<file path="src/rtl/hdlc_rx_pkg.sv">
package hdlc_rx_pkg;

    localparam int BYTE_W    = 8;
    localparam int STAT_W    = 2;
    localparam int ENTRY_W   = STAT_W + BYTE_W;
    localparam int FCS_BYTES = 2;

    localparam logic [15:0] CRC_PRESET   = 16'hFFFF;
    localparam logic [15:0] CRC_POLY_REV = 16'h8408;
    localparam logic [15:0] CRC_GOOD_RES = 16'hF0B8;

    typedef enum logic [STAT_W-1:0] {
        STAT_MID     = 2'b00,
        STAT_FIRST   = 2'b01,
        STAT_END_OK  = 2'b10,
        STAT_END_BAD = 2'b11
    } entry_stat_e;

    typedef enum logic {
        RX_HUNT,
        RX_OPEN
    } rx_mode_e;

    // One byte through the reflected CRC-16, least significant bit first.
    function automatic logic [15:0] crc16_byte(input logic [15:0] c,
                                               input logic [BYTE_W-1:0] d);
        logic [15:0] r;
        r = c;
        for (int i = 0; i < BYTE_W; i++) begin
            if (r[0] ^ d[i]) r = (r >> 1) ^ CRC_POLY_REV;
            else             r = r >> 1;
        end
        return r;
    endfunction

endpackage

</file>
<file path="src/rtl/hdlc_run_classifier.sv">
// Tracks the run of consecutive ones on the line and classifies each
// sampled bit: data, stuffed zero, flag, seventh one; also idle and go-ahead.
module hdlc_run_classifier #(
    parameter int IDLE_RUN = 15
) (
    input  logic clk,
    input  logic rst_n,
    input  logic rx_en,
    input  logic take,
    input  logic din,
    input  logic hunting,
    output logic is_data,
    output logic is_flag,
    output logic is_seventh,
    output logic idle,
    output logic go_ahead
);

    localparam int RUN_W = $clog2(IDLE_RUN + 1);
    localparam logic [RUN_W-1:0] RUN_STUFF = RUN_W'(5);
    localparam logic [RUN_W-1:0] RUN_FLAG  = RUN_W'(6);
    localparam logic [RUN_W-1:0] RUN_GA    = RUN_W'(7);
    localparam logic [RUN_W-1:0] RUN_SAT   = RUN_W'(IDLE_RUN);
    localparam logic [RUN_W-1:0] RUN_PRE   = RUN_W'(IDLE_RUN - 1);

    typedef struct packed {
        logic [RUN_W-1:0] run;
        logic             outside;
        logic             idle;
        logic             ga;
    } cls_t;

    localparam cls_t CLS_RST = '{run: '0, outside: 1'b1, idle: 1'b0, ga: 1'b0};

    cls_t cls_d, cls_q;

    assign is_data    = take && (cls_q.run < RUN_STUFF);
    assign is_flag    = take && !din && (cls_q.run == RUN_FLAG);
    assign is_seventh = take &&  din && (cls_q.run == RUN_FLAG);
    assign idle       = cls_q.idle;
    assign go_ahead   = cls_q.ga;

    always_comb begin
        cls_d    = cls_q;
        cls_d.ga = 1'b0;
        if (!rx_en) begin
            cls_d = CLS_RST;
        end else if (take) begin
            if (din) begin
                if (cls_q.run != RUN_SAT) cls_d.run = cls_q.run + 1'b1;
                cls_d.idle = (cls_q.run >= RUN_PRE);
            end else begin
                cls_d.run     = '0;
                cls_d.idle    = 1'b0;
                cls_d.ga      = (cls_q.run == RUN_GA) && cls_q.outside;
                cls_d.outside = hunting || (cls_q.run == RUN_FLAG);
            end
        end
    end

    always_ff @(posedge clk or negedge rst_n) begin
        if (!rst_n) cls_q <= CLS_RST;
        else        cls_q <= cls_d;
    end

endmodule

</file>
<file path="src/rtl/hdlc_fcs16.sv">
// Byte-wise CRC-16 accumulator over received bytes.
module hdlc_fcs16 (
    input  logic        clk,
    input  logic        rst_n,
    input  logic        clr,
    input  logic        step,
    input  logic [7:0]  byte_in,
    output logic [15:0] crc
);
    import hdlc_rx_pkg::*;

    logic [15:0] crc_d, crc_q;

    assign crc = crc_q;

    always_comb begin
        crc_d = crc_q;
        if (clr)       crc_d = CRC_PRESET;
        else if (step) crc_d = crc16_byte(crc_q, byte_in);
    end

    always_ff @(posedge clk or negedge rst_n) begin
        if (!rst_n) crc_q <= CRC_PRESET;
        else        crc_q <= crc_d;
    end

endmodule

</file>
<file path="src/rtl/hdlc_byte_holdback.sv">
// Delay line of completed bytes; the oldest is released only once it is
// known not to be part of the trailing check bytes.
module hdlc_byte_holdback #(
    parameter int DEPTH = 3,
    parameter int W     = 8
) (
    input  logic         clk,
    input  logic         rst_n,
    input  logic         clr,
    input  logic         push,
    input  logic [W-1:0] din,
    output logic         full,
    output logic [W-1:0] oldest
);

    localparam int CNT_W = $clog2(DEPTH + 1);
    localparam logic [CNT_W-1:0] CNT_FULL = CNT_W'(DEPTH);

    typedef struct packed {
        logic [DEPTH-1:0][W-1:0] mem;
        logic [CNT_W-1:0]        cnt;
    } hb_t;

    hb_t hb_d, hb_q;

    assign full   = (hb_q.cnt == CNT_FULL);
    assign oldest = hb_q.mem[0];

    always_comb begin
        hb_d = hb_q;
        if (clr) begin
            hb_d.cnt = '0;
        end else if (push) begin
            for (int i = 0; i < DEPTH - 1; i++) hb_d.mem[i] = hb_q.mem[i+1];
            hb_d.mem[DEPTH-1] = din;
            if (hb_q.cnt != CNT_FULL) hb_d.cnt = hb_q.cnt + 1'b1;
        end
    end

    always_ff @(posedge clk or negedge rst_n) begin
        if (!rst_n) hb_q <= '0;
        else        hb_q <= hb_d;
    end

endmodule

</file>
<file path="src/rtl/hdlc_frame_rx.sv">
module hdlc_frame_rx #(
    parameter int IDLE_RUN       = 15,
    parameter int ABORT_MIN_BITS = 26
) (
    input  logic       clk,
    input  logic       rst_n,
    input  logic       rx_en,
    input  logic       bit_en,
    input  logic       rx_bit,
    output logic       fifo_wr,
    output logic [9:0] fifo_data,
    output logic       idle,
    output logic       go_ahead
);
    import hdlc_rx_pkg::*;

    localparam int HOLD_DEPTH = FCS_BYTES + 1;
    localparam int NB_W       = $clog2(ABORT_MIN_BITS + 1);
    localparam logic [NB_W-1:0] NB_SAT = NB_W'(ABORT_MIN_BITS);
    localparam int BC_W       = $clog2(BYTE_W);
    localparam logic [BC_W-1:0] BC_LAST = BC_W'(BYTE_W - 1);
    localparam logic [BC_W-1:0] BC_FLAG = BC_W'(6);

    typedef struct packed {
        rx_mode_e            mode;
        logic [BYTE_W-2:0]   sh;
        logic [BC_W-1:0]     bcnt;
        logic [NB_W-1:0]     nbits;
        logic                started;
        logic                wr;
        logic [ENTRY_W-1:0]  wdata;
    } rx_t;

    localparam rx_t RX_RST = '{mode: RX_HUNT, sh: '0, bcnt: '0, nbits: '0,
                               started: 1'b0, wr: 1'b0, wdata: '0};

    rx_t rx_d, rx_q;

    logic              take;
    logic              is_data, is_flag, is_seventh;
    logic              open_pkt, byte_done, seq_clr;
    logic [BYTE_W-1:0] new_byte, held;
    logic              hold_full;
    logic [15:0]       crc;

    assign take      = rx_en && bit_en;
    assign open_pkt  = (rx_q.mode == RX_OPEN);
    assign new_byte  = {rx_bit, rx_q.sh};
    assign byte_done = open_pkt && is_data && (rx_q.bcnt == BC_LAST);
    assign seq_clr   = !rx_en || is_flag || is_seventh;

    hdlc_run_classifier #(.IDLE_RUN(IDLE_RUN)) u_cls (
        .clk        (clk),
        .rst_n      (rst_n),
        .rx_en      (rx_en),
        .take       (take),
        .din        (rx_bit),
        .hunting    (!open_pkt),
        .is_data    (is_data),
        .is_flag    (is_flag),
        .is_seventh (is_seventh),
        .idle       (idle),
        .go_ahead   (go_ahead)
    );

    hdlc_fcs16 u_fcs (
        .clk     (clk),
        .rst_n   (rst_n),
        .clr     (seq_clr),
        .step    (byte_done),
        .byte_in (new_byte),
        .crc     (crc)
    );

    hdlc_byte_holdback #(.DEPTH(HOLD_DEPTH), .W(BYTE_W)) u_hold (
        .clk    (clk),
        .rst_n  (rst_n),
        .clr    (seq_clr),
        .push   (byte_done),
        .din    (new_byte),
        .full   (hold_full),
        .oldest (held)
    );

    always_comb begin
        rx_d    = rx_q;
        rx_d.wr = 1'b0;
        if (!rx_en) begin
            rx_d = RX_RST;
        end else begin
            // Payload bit: shift in, count, release a byte once safe.
            if (open_pkt && is_data) begin
                rx_d.sh   = {rx_bit, rx_q.sh[BYTE_W-2:1]};
                rx_d.bcnt = rx_q.bcnt + 1'b1;
                if (rx_q.nbits != NB_SAT) rx_d.nbits = rx_q.nbits + 1'b1;
                if (byte_done && hold_full) begin
                    rx_d.wr      = 1'b1;
                    rx_d.wdata   = {rx_q.started ? STAT_MID : STAT_FIRST, held};
                    rx_d.started = 1'b1;
                end
            end
            // Flag: close the current packet (if long enough), open the next.
            if (is_flag) begin
                if (open_pkt && rx_q.started) begin
                    rx_d.wr    = 1'b1;
                    rx_d.wdata = {((rx_q.bcnt == BC_FLAG) && (crc == CRC_GOOD_RES))
                                  ? STAT_END_OK : STAT_END_BAD, held};
                end
                rx_d.mode    = RX_OPEN;
                rx_d.bcnt    = '0;
                rx_d.nbits   = '0;
                rx_d.started = 1'b0;
            end
            // Seventh one: abort when the packet is long enough, else drop.
            if (is_seventh && open_pkt) begin
                if (rx_q.nbits == NB_SAT) begin
                    rx_d.wr    = 1'b1;
                    rx_d.wdata = {STAT_END_BAD, held};
                end
                rx_d.mode    = RX_HUNT;
                rx_d.bcnt    = '0;
                rx_d.nbits   = '0;
                rx_d.started = 1'b0;
            end
        end
    end

    always_ff @(posedge clk or negedge rst_n) begin
        if (!rst_n) rx_q <= RX_RST;
        else        rx_q <= rx_d;
    end

    assign fifo_wr   = rx_q.wr;
    assign fifo_data = rx_q.wdata;

endmodule

</file>
<file path="config.mk">
export PLATFORM = sky130hd
export DESIGN_NAME = hdlc_frame_rx
export DESIGN_NICKNAME = d
export VERILOG_FILES = /design/src/rtl/hdlc_rx_pkg.sv /design/src/rtl/hdlc_run_classifier.sv /design/src/rtl/hdlc_fcs16.sv /design/src/rtl/hdlc_byte_holdback.sv /design/src/rtl/hdlc_frame_rx.sv
export SDC_FILE = /design/constraint.sdc
export NUM_CORES = 1
export LEC_CHECK = 0
export ABC_AREA = 1
export BUFFER_PORTS_ARGS = -buffer_cell sky130_fd_sc_hd__buf_4
export CORE_AREA = 5 5 87 89
export CTS_CLUSTER_SIZE = 24
export DETAILED_ROUTE_END_ITERATION = 7
export DIE_AREA = 0 0 92 94
export HOLD_SLACK_MARGIN = 0.03
export MAX_ROUTING_LAYER = met4
export PLACE_DENSITY = 0.77
export SKIP_LAST_GASP = 1
export SYNTH_ARGS = -nofsm -noshare
export SYNTH_HDL_FRONTEND = slang
export SYNTH_SLANG_ARGS = --single-unit
</file>
<file path="constraint.sdc">
create_clock -name clk -period 1.73 [get_ports clk]
set_input_delay 0.173 -clock clk [delete_from_list [all_inputs] [get_ports clk]]
set_output_delay 0.173 -clock clk [all_outputs]
set_load 0.01 [all_outputs]
</file>
[After elaboration in Yosys (flattened, before gate mapping)]
Index checks and enable logic that the tools add are counted.
Storage, ports and cells
  bits in latches: 0
  memory bits (read-only): 0
  memory bits (writable): 0
  flip-flop bits (word level): 77
  input bits: 5
  memories kept: 0
Cells by class
  $mul: 0
  order comparisons: 2
  bitwise operators: 17
  multiplexer cells: 46
  equal/unequal tests: 18
  add/sub/neg operators: 4
  div/mod/pow operators: 0
  shifts and indexed selects: 0
  reductions and logical operators: 27
Operators by type and width (number)
  2-to-1 mux 16 bit: 24
  2-to-1 mux 20 bit: 2
  2-to-1 mux 28 bit: 1
  2-to-1 mux 27 bit: 1
  NOT 2 -> 3 bit: 8
  2-to-1 mux 11 bit: 2
  equality test 16 bit (second input constant): 1
  2-to-1 mux 7 bit: 2
  logical AND 1 bit: 13
  2-to-1 mux 12 bit: 1
  inequality test 4 x 1 -> 1 bit (second input constant): 3
  AND reduction 2 bit: 6
  equality test 4 x 3 -> 1 bit (second input constant): 2
  2-to-1 mux 4 bit: 2
  XOR 1 bit: 8
  2-to-1 mux 1 bit: 7
  equality test 3 bit (second input constant): 2
  2-to-1 mux 2 bit: 3
  adder 5 x 1 -> 5 bit (second input constant): 1
  equality test 5 bit (second input constant): 1
  2-to-1 mux 5 bit: 1
  inequality test 5 bit (second input constant): 1
  adder 4 x 1 -> 4 bit (second input constant): 1
  >= comparator 4 bit (second input constant): 1
  other kinds (13): 20

[Longest topological paths before layout]
Gate-level depths: netlist of run 1.
  depth after elaboration: 34
  mapped depth: 11
  gate-level depth less buffers: 11

[Cells and area by module]
Synthesis of run 1 repeated with hierarchy kept, for this count alone.
Second synthesis, totals
  cells, all modules: 536
  area, all modules: 4254.1 um2
Modules (own cells, without submodules)
  hdlc_frame_rx: instances 1, seq. area each 700.7 um2, cells each 214, area each 1577.8 um2
  hdlc_byte_holdback: instances 1, seq. area each 650.6 um2, cells each 128, area each 1196.1 um2
  hdlc_fcs16: instances 1, seq. area each 420.4 um2, cells each 137, area each 1046.0 um2
  hdlc_run_classifier: instances 1, seq. area each 176.4 um2, cells each 57, area each 434.2 um2

[Worst setup path after synthesis of run 1]
No wires, ideal clock.
  path kind: register to register
  start point: reg u_cls.cls_q[3] (netlist name)
  end point: reg rx_q, in the netlist fifo_data[7]
  data arrival time: 1.371 ns
  data required time: 1.613 ns
  stages on the path, launching flop included: 11
  period minus slack after synthesis: 1.488 ns
  buffers on the path: 1
  slack: 0.242 ns
  path through: dfrtp_1 inv_1 ha_1 nand3_1 nor2_1 nand3_1 nand3_2 buf_6 nand2_1 nand2_1 nor2_1
RTL lines
  from (decl): line hdlc_run_classifier.sv:35  | cls_t cls_d, cls_q;
  from (signal assigned): line hdlc_run_classifier.sv:63  | else cls_q <= cls_d;
  to (signal assigned): line hdlc_frame_rx.sv:130  | else rx_q <= rx_d;
  to (decl): line hdlc_frame_rx.sv:37  | rx_t rx_d, rx_q;

[Final worst setup path of run 1]
  start point: reg u_cls.cls_q[4] (netlist name)
  end point: reg u_hold.hb_q, in the netlist u_hold.oldest[4]
Between the ends
  cells in the longest elaborated chain, start to end: 6
  elaborated cells on any way between the ends: 11
  those cells by class: 1 x order compare; 1 x eq/ne; 1 x bitwise; 8 x reduce/logical
Ends and longest elaborated chain
  branches (longest 5 deep; another with < comparator 4 x 3 -> 1 bit)
  AND reduction 2 bit (no line) (*)
  to (signal assigned): line hdlc_byte_holdback.sv:41  | if (!rst_n) hb_q <= '0;
  to (signal assigned): line hdlc_byte_holdback.sv:42  | else hb_q <= hb_d;
  to (decl): line hdlc_byte_holdback.sv:24  | hb_t hb_d, hb_q;
Every way passes the cells marked *.
A chain may end at the register's enable or synchronous reset.

==> impl_metrics.env, run 1 <==
export IMPL_viasPerCell=5.44
export IMPL_dieArea_mm2=0.00865
export IMPL_die_x_um=92
export IMPL_worst_skew_pair_late_latency_ps=350
export IMPL_ys_warn_count=0
export IMPL_r2r_slack_ps=-8
export IMPL_skew_ps=9.46
export IMPL_peakVddDrop_v=0.000404
export IMPL_end_kind="flop"
export IMPL_max_freq_ghz=0.575
export IMPL_cts_made_buffers=9
export IMPL_synth_area_per_cell_um2=8.43
export IMPL_antenna_found_initial=0
export IMPL_instances_no_fill=580
export IMPL_p_leak_nw=2.20
export IMPL_clkTransAtPathRegs_ps=90
export IMPL_slowest_delay_ps=460
export IMPL_cp_required_ps=1980
export IMPL_path_class="flop to flop"
export IMPL_min_from="rx_bit"
export IMPL_syn_area_mm2=0.00393
export IMPL_coreArea_mm2=0.00668
export IMPL_final_util=0.683
export IMPL_row_count=30
export IMPL_initial_core_util=0.588
export IMPL_violations="negative setup slack"
export IMPL_ant_nets=0
export IMPL_synth_top_area_frac=0.382
export IMPL_ys_types=32
export IMPL_whs_path_depth=2
export IMPL_grt_setup_unrepaired="yes"
export IMPL_grt_pass1_vias=3120
export IMPL_drt_pass1_iter_count=5
export IMPL_grt_util_all_layers=0.209
export IMPL_synthTopCellsByArea="dfrtp_1, dfstp_2, nand2_1"
export IMPL_r2r_cells=10
export IMPL_syn2layout_area_growth_pct=16.2
export IMPL_htreeDepth=3
export IMPL_p_per_area_mw_per_mm2=760
export IMPL_syn_inst=466
export IMPL_grt_max_degree=40
export IMPL_wl_per_cell_um=14.8
export IMPL_cp_max_fo=10
export IMPL_r2r_start="u_cls.cls_q[4]"
export IMPL_worstPathCellList="inv_2, ha_4, nor2_2, nor2_4, nand2_4, nor2_8, buf_12, clkbuf_16, nand2_1, o21ai_0"
export IMPL_syn_nets=480
export IMPL_cts_buffer_depth=2
export IMPL_clockRootBuffer="clkbuf_8"
export IMPL_drive_gt1_frac=0.214
export IMPL_cts_tree="yes"
export IMPL_portBuffers=17
export IMPL_fill_cells=526
export IMPL_max_cap_viol_count=0
export IMPL_fin_crit_ps=1740
export IMPL_vias=3153
export IMPL_finalCritPeriodShare=1.00
export IMPL_hold_end="u_cls.go_ahead"
export IMPL_reg2reg_to="u_hold.oldest[4]"
export IMPL_arrival_ps=1990
export IMPL_ios=18
export IMPL_hold_class="input port to flop"
export IMPL_tightestPinTransition_ps=526
export IMPL_power_total_w=0.00347
export IMPL_dominantRegCellSynth="dfrtp_1"
export IMPL_grt_pass1_wl_mm=14.0
export IMPL_die_h_um=94
export IMPL_grt_overflow_total=0
export IMPL_crit_buf_inv=3
export IMPL_pre_cts_ws_ps=-13.9
export IMPL_diodes=0
export IMPL_drt_iter0_drc=159
export IMPL_synth_edf_count=0
export IMPL_numClockSinks=77
export IMPL_drc=0
export IMPL_place_hpwl_mm=5.61
export IMPL_slowest_stage="dfrtp_2"
export IMPL_setup_ws_ps=-7.65
export IMPL_path_delay_family="simple AND/OR/NAND/NOR gates"
export IMPL_ys_seq_area_frac=0.496
export IMPL_hold_violations=0
export IMPL_slew_viol_final=0
export IMPL_synthArstFlopShare=1.00
export IMPL_final_nets=509
export IMPL_gp_congestion=0.888
export IMPL_maxSlewHeadroom=0.650
export IMPL_setup_viol_count_final=1
export IMPL_yosys_register_bits=77
export IMPL_setup_tns_ps=-7.65
export IMPL_outcome="finished, violations left"
export IMPL_yosysTopAreaCell="dfrtp_1"
export IMPL_wirelength_mm=8.61
export IMPL_dp_cells=551
export IMPL_start_kind="flop"
==> cell usage after synthesis (6+ instances only) <==
cell	instances
a21oi_1	15
a21oi_2	8
buf_4	13
dfrtp_1	60
dfstp_2	17
ha_1	9
inv_1	54
nand2_1	106
nand3_1	29
nor2_1	60
o21ai_0	37
o22ai_1	6
xnor2_1	6
xor2_1	8
==> cell type report <==
class                   count  area [um2]  area share
clock buffers              10         138      0.0302
clock inverters             6        71.3      0.0156
inverters                  56         210      0.0461
multi-input cells         312        1680       0.368
flip-flops and latches     77        1950       0.427
well taps                  80         100      0.0219
repair buffers             39         417      0.0913
==> cell families after synthesis <==
kind of cell               after synthesis  synth area share
adders and majority gates                9            0.0287
and+or+nand+nor                        217             0.245
AOI/OAI and AO/OA                       71             0.102
xor gates and xnor gates                14            0.0312
buffers and inverters                   78            0.0975
DFF                                     77             0.496
==> cell usage in the layout, fill, tap and decap left out, drive strengths merged, types with 9 or more instances in the layout <==
| master | n |
|---|---|
| dfrtp | 60 |
| dfstp | 17 |
| a21oi | 23 |
| inv | 57 |
| nand2 | 109 |
| nand3 | 31 |
| clkbuf | 12 |
| o21ai | 40 |
| buf | 36 |
| ha | 9 |
| nor2 | 66 |
==> registers in the layout, summed over array words and instances, names as in the netlist <==
signal,flops
fifo_data,10
fifo_wr,1
new_byte,7
open_pkt,1
rx_q,9
u_cls.cls_q,5
u_cls.go_ahead,1
u_cls.idle,1
u_fcs.crc,16
u_hold.hb_q,18
u_hold.oldest,8
==> metal layers <==
layer / part of all wire / up-vias / track usage
li1: - / 1534 / -
met1: 0.43 / 1508 / 0.261
met2: 0.51 / 91 / 0.347
met3: 0.046 / 20 / 0.0321
met4: 0.016 / 0 / 0.0767
met5: 0 / - / -
==> metrics by stage <==
step / hold WS (ps) / cell area (um2)
detailed placement: 187 / 4110
CTS: 56.1 / 4380
floorplan: -123 / 3930
global placement: 181 / 4110
global route: 65.8 / 4560
finish: 61.4 / 4560
==> worst max-delay path by stage <==
stage | end | depth (start not counted) | slack, ps | startpoint
4_1_cts | u_hold.hb_q[0] | 11 | -7 | u_cls.cls_q[3]
3_3_place_gp | u_hold.hb_q[0] | 11 | 90 | u_cls.cls_q[3]
3_5_place_dp | fifo_data[0] | 9 | -10 | u_cls.cls_q[3]
5_1_grt | u_hold.oldest[4] | 11 | -60 | u_cls.cls_q[3]
6_report | u_hold.oldest[4] | 10 | -8 | u_cls.cls_q[4]
2_1_floorplan | fifo_data[7] | 10 | 240 | u_cls.cls_q[3]
==> power by group <==
group          internal [W]  total (W)  switching, W
registers           0.00183    0.00185     0.0000155
logic             0.0000644   0.000204      0.000140
clock network      0.000716    0.00142      0.000703
total               0.00261    0.00347      0.000858
==> repair_timing <==
| action | 4_1_cts | 5_1_grt |
|---|---|---|
| endpoints found under the hold margin | 29 | 0 |
| hold buffers | 1 | 0 |
| buffers inserted | 3 | 5 |
| endpoints found under the setup margin | 11 | 55 |
| resized for setup | 2 | 18 |
| cloned | 1 | 3 |
| pin swaps | 1 | 8 |
Power figures use the tool's default switching activity.
==> run 2, diff against run 1 <==
Settings changed: ABC_AREA 1 to not set, CORE_AREA 5 5 87 89 to 5 5 85 87, DIE_AREA 0 0 92 94 to 0 0 90 92.
==> run 2 against run 1 <==
  * The run still ends with negative setup slack left
  * Global-route usage down 1.7 points
  * Sequential power down 3%
  * Clock power up 4%
  * Sequential share of layout area down 0.097 points
  * Largest cell class unchanged
  * Critical path depth down 2
  * Clock skew about the same
  * Setup slack worse by 45 ps
  * Total power down 0.96%
  * Hold slack worse by 12 ps
  * Synthesized cell count down 30%
  * Non-clock buffer count up 23
  * Cell area up 0.16%
==> impl_metrics.env, run 2 <==
export IMPL_dieArea_mm2=0.00828
export IMPL_hold_violations=0
export IMPL_numClockSinks=77
export IMPL_antenna_found_initial=0
export IMPL_worst_skew_pair_late_latency_ps=350
export IMPL_setup_viol_count_final=28
export IMPL_synth_top_area_frac=0.404
export IMPL_placed_cell_area_mm2=0.00411
export IMPL_grt_pass1_vias=2585
export IMPL_ys_types=45
export IMPL_startpoint="u_cls.cls_q[3]"
export IMPL_synth_simple_gate_area_frac=0.128
export IMPL_drt_pass1_iter_count=4
export IMPL_start_kind="flop"
export IMPL_min_from="rx_en"
export IMPL_yosysTopAreaCell="dfrtp_1"
export IMPL_syn_nets=340
export IMPL_arrival_ps=2020
export IMPL_hold_class="input port to flop"
export IMPL_max_freq_ghz=0.561
export IMPL_synthTopCellsByArea="dfrtp_1, dfstp_2, mux2_2"
export IMPL_path_class="flop to flop"
export IMPL_row_count=29
export IMPL_final_util=0.728
export IMPL_ys_seq_area_frac=0.524
export IMPL_synth_mux_area_frac=0.0970
export IMPL_synthArstFlopShare=1.00
export IMPL_vias=2563
export IMPL_final_nets=391
export IMPL_htreeDepth=3
export IMPL_ys_warn_count=0
export IMPL_die_x_um=90
export IMPL_grt_setup_unrepaired="yes"
export IMPL_setup_ws_ps=-52.8
export IMPL_cp_max_fo=8
export IMPL_viasPerCell=5.58
export IMPL_slew_viol_final=0
export IMPL_largest_register_ffs=18
export IMPL_maxSlewHeadroom=0.705
export IMPL_cts_buffer_depth=2
export IMPL_peakVddDrop_v=0.000553
export IMPL_syn_inst=326
export IMPL_synth_edf_count=0
export IMPL_drc=0
export IMPL_grt_util_all_layers=0.192
export IMPL_synth_top_family_by_area="simple AND/OR/NAND/NOR gates"
export IMPL_p_leak_nw=2.07
export IMPL_p_per_area_mw_per_mm2=752
export IMPL_pwr_share_seq=0.525
export IMPL_portBuffers=17
export IMPL_whs_path_depth=2
export IMPL_drt_iter0_drc=122
export IMPL_yosysMostFrequentCell="dfrtp_1"
export IMPL_outcome="finished, violations left"
export IMPL_p_sw_frac=0.219
export IMPL_coreArea_mm2=0.00628
export IMPL_synth_xor_area_frac=0.0684
export IMPL_diodes=0
export IMPL_synth_fa_ha_area_frac=0.0303
export IMPL_synth_area_per_cell_um2=11.4
export IMPL_pre_cts_ws_ps=-112
export IMPL_wl_per_cell_um=16.8
export IMPL_finalCritPeriodShare=1.03
export IMPL_r2r_cells=8
export IMPL_r2r_start="u_cls.cls_q[3]"
export IMPL_cts_made_buffers=9
export IMPL_ant_nets=0
export IMPL_end_kind="flop"
export IMPL_grt_pass1_wl_mm=12.5
export IMPL_top_register="u_hold.hb_q"
export IMPL_skew_ps=9.66
export IMPL_syn2layout_area_growth_pct=23.0
export IMPL_initial_core_util=0.592
export IMPL_grt_overflow_total=0
export IMPL_wirelength_mm=7.70
export IMPL_final_cell_area_mm2=0.00457
export IMPL_cts_tree="yes"
export IMPL_power_net_switching_w=0.000753
export IMPL_die_h_um=92
export IMPL_ios=18
export IMPL_clockRootBuffer="clkbuf_8"
export IMPL_place_hpwl_mm=4.88
export IMPL_dominantRegCellSynth="dfrtp_1"
export IMPL_gp_congestion=0.885
export IMPL_clkTransAtPathRegs_ps=80
export IMPL_p_clk_frac=0.431
export IMPL_drive_gt1_frac=0.364
export IMPL_cp_required_ps=1970
export IMPL_comb_power_share=0.044
export IMPL_syn_area_mm2=0.00371
export IMPL_final_cell_mix="dfrtp_1, buf_4, nand2_1"
export IMPL_synth_common_cells="dfrtp_1, nand2_1, mux2_2"
export IMPL_yosys_register_bits=77
export IMPL_fin_crit_ps=1780
export IMPL_grt_max_degree=45
export IMPL_p_int_w=0.00268
export IMPL_layout_commonest_cell="dfrtp_1"
export IMPL_tightestPinTransition_ps=442
export IMPL_max_cap_viol_count=0
export IMPL_synth_compound_area_share=0.0953
export IMPL_violations="negative setup slack"
==> run 2: cell count changes after synthesis, moves of 8 or more <==
cell	change
a21oi_1	-8
a2bb2oi_1	+12
nand2_1	-68
mux2_2	+24
mux2i_1	+9
nand3_1	-25
a21oi_2	-8
o21ai_0	-33
inv_1	-38
xnor2_1	+14
nor2_1	-48
a21boi_0	+9
==> run 2: repair_timing <==
action	CTS	global route
pin swaps	1	2
gates resized for setup	20	17
setup endpoints to repair	36	52
endpoints found under the hold margin	32	0
hold buffers	1	0
setup buffers	6	2
cloned	1	1
==> run 2: through the flow <==
step / cells / setup TNS [ps] / total power (W) / hold slack, ps
final: 459 / -704 / 0.00344 / 49.4
after CTS: 458 / -674 / 0.00344 / 33.6
after global routing: 459 / -3580 / 0.00355 / 44.5
after detailed placement: 434 / -2570 / 0.00197 / 147
after floorplan: 326 / -4500 / 0.00189 / -123
after global placement: 434 / -928 / 0.00197 / 152
==> run 2: worst paths after layout <==
kind / endpoint / slack [ps]
setup / recovery: u_hold.hb_q[13] / -50
hold / removal: u_cls.cls_q[2] / 50
setup reg to reg: u_hold.hb_q[13] / -50
hold reg to reg: u_hold.hb_q[10] / 500
max in group asynchronous: u_fcs.crc[3] / 790
min in group asynchronous: fifo_data[5] / 310
==> run 2: power by group through the flow <==
stage          Sequential (W)  Clock, W  Combinational, W
3_3_place_gp          0.00184         0          0.000132
6_report              0.00180   0.00148          0.000152
3_5_place_dp          0.00184         0          0.000133
4_1_cts               0.00180   0.00150          0.000139
5_1_grt               0.00180   0.00157          0.000167
2_1_floorplan         0.00184         0         0.0000518
==> run 2: area by class of cell <==
class	count	area, um2
multi-input cells	211	1720
fillers	412	1710
clock buffers	11	131
flip-flops and latches	77	1950
well taps	77	96.3
inverters	16	60.1
repair buffers	62	534
clock inverters	5	83.8
==> run 2: cells by family after synthesis <==
kind of cell               count (synthesis)
and+or+nand+nor                           92
DFF                                       77
AOI/OAI and AO/OA                         48
buffers and inverters                     38
muxes                                     33
xor gates and xnor gates                  29
adders and majority gates                  9
==> run 2: critical path: stages, from the launching register on <==
cell and delay [ps]:
dfrtp_1 400, inv_2 120, ha_4 150, nand2b_4 130, nand2_4 60, nor3_4 220, buf_6 130, buf_12 120
mux2_2 330
==> run 2: per-layer routing <==
metal / vias up / wire length, um / global-route usage
met5: - / 0 / -
met4: 0 / 175 / 0.0831
met3: 18 / 369 / 0.0360
met2: 69 / 3740 / 0.295
met1: 1259 / 3420 / 0.251
li1: 1217 / - / -
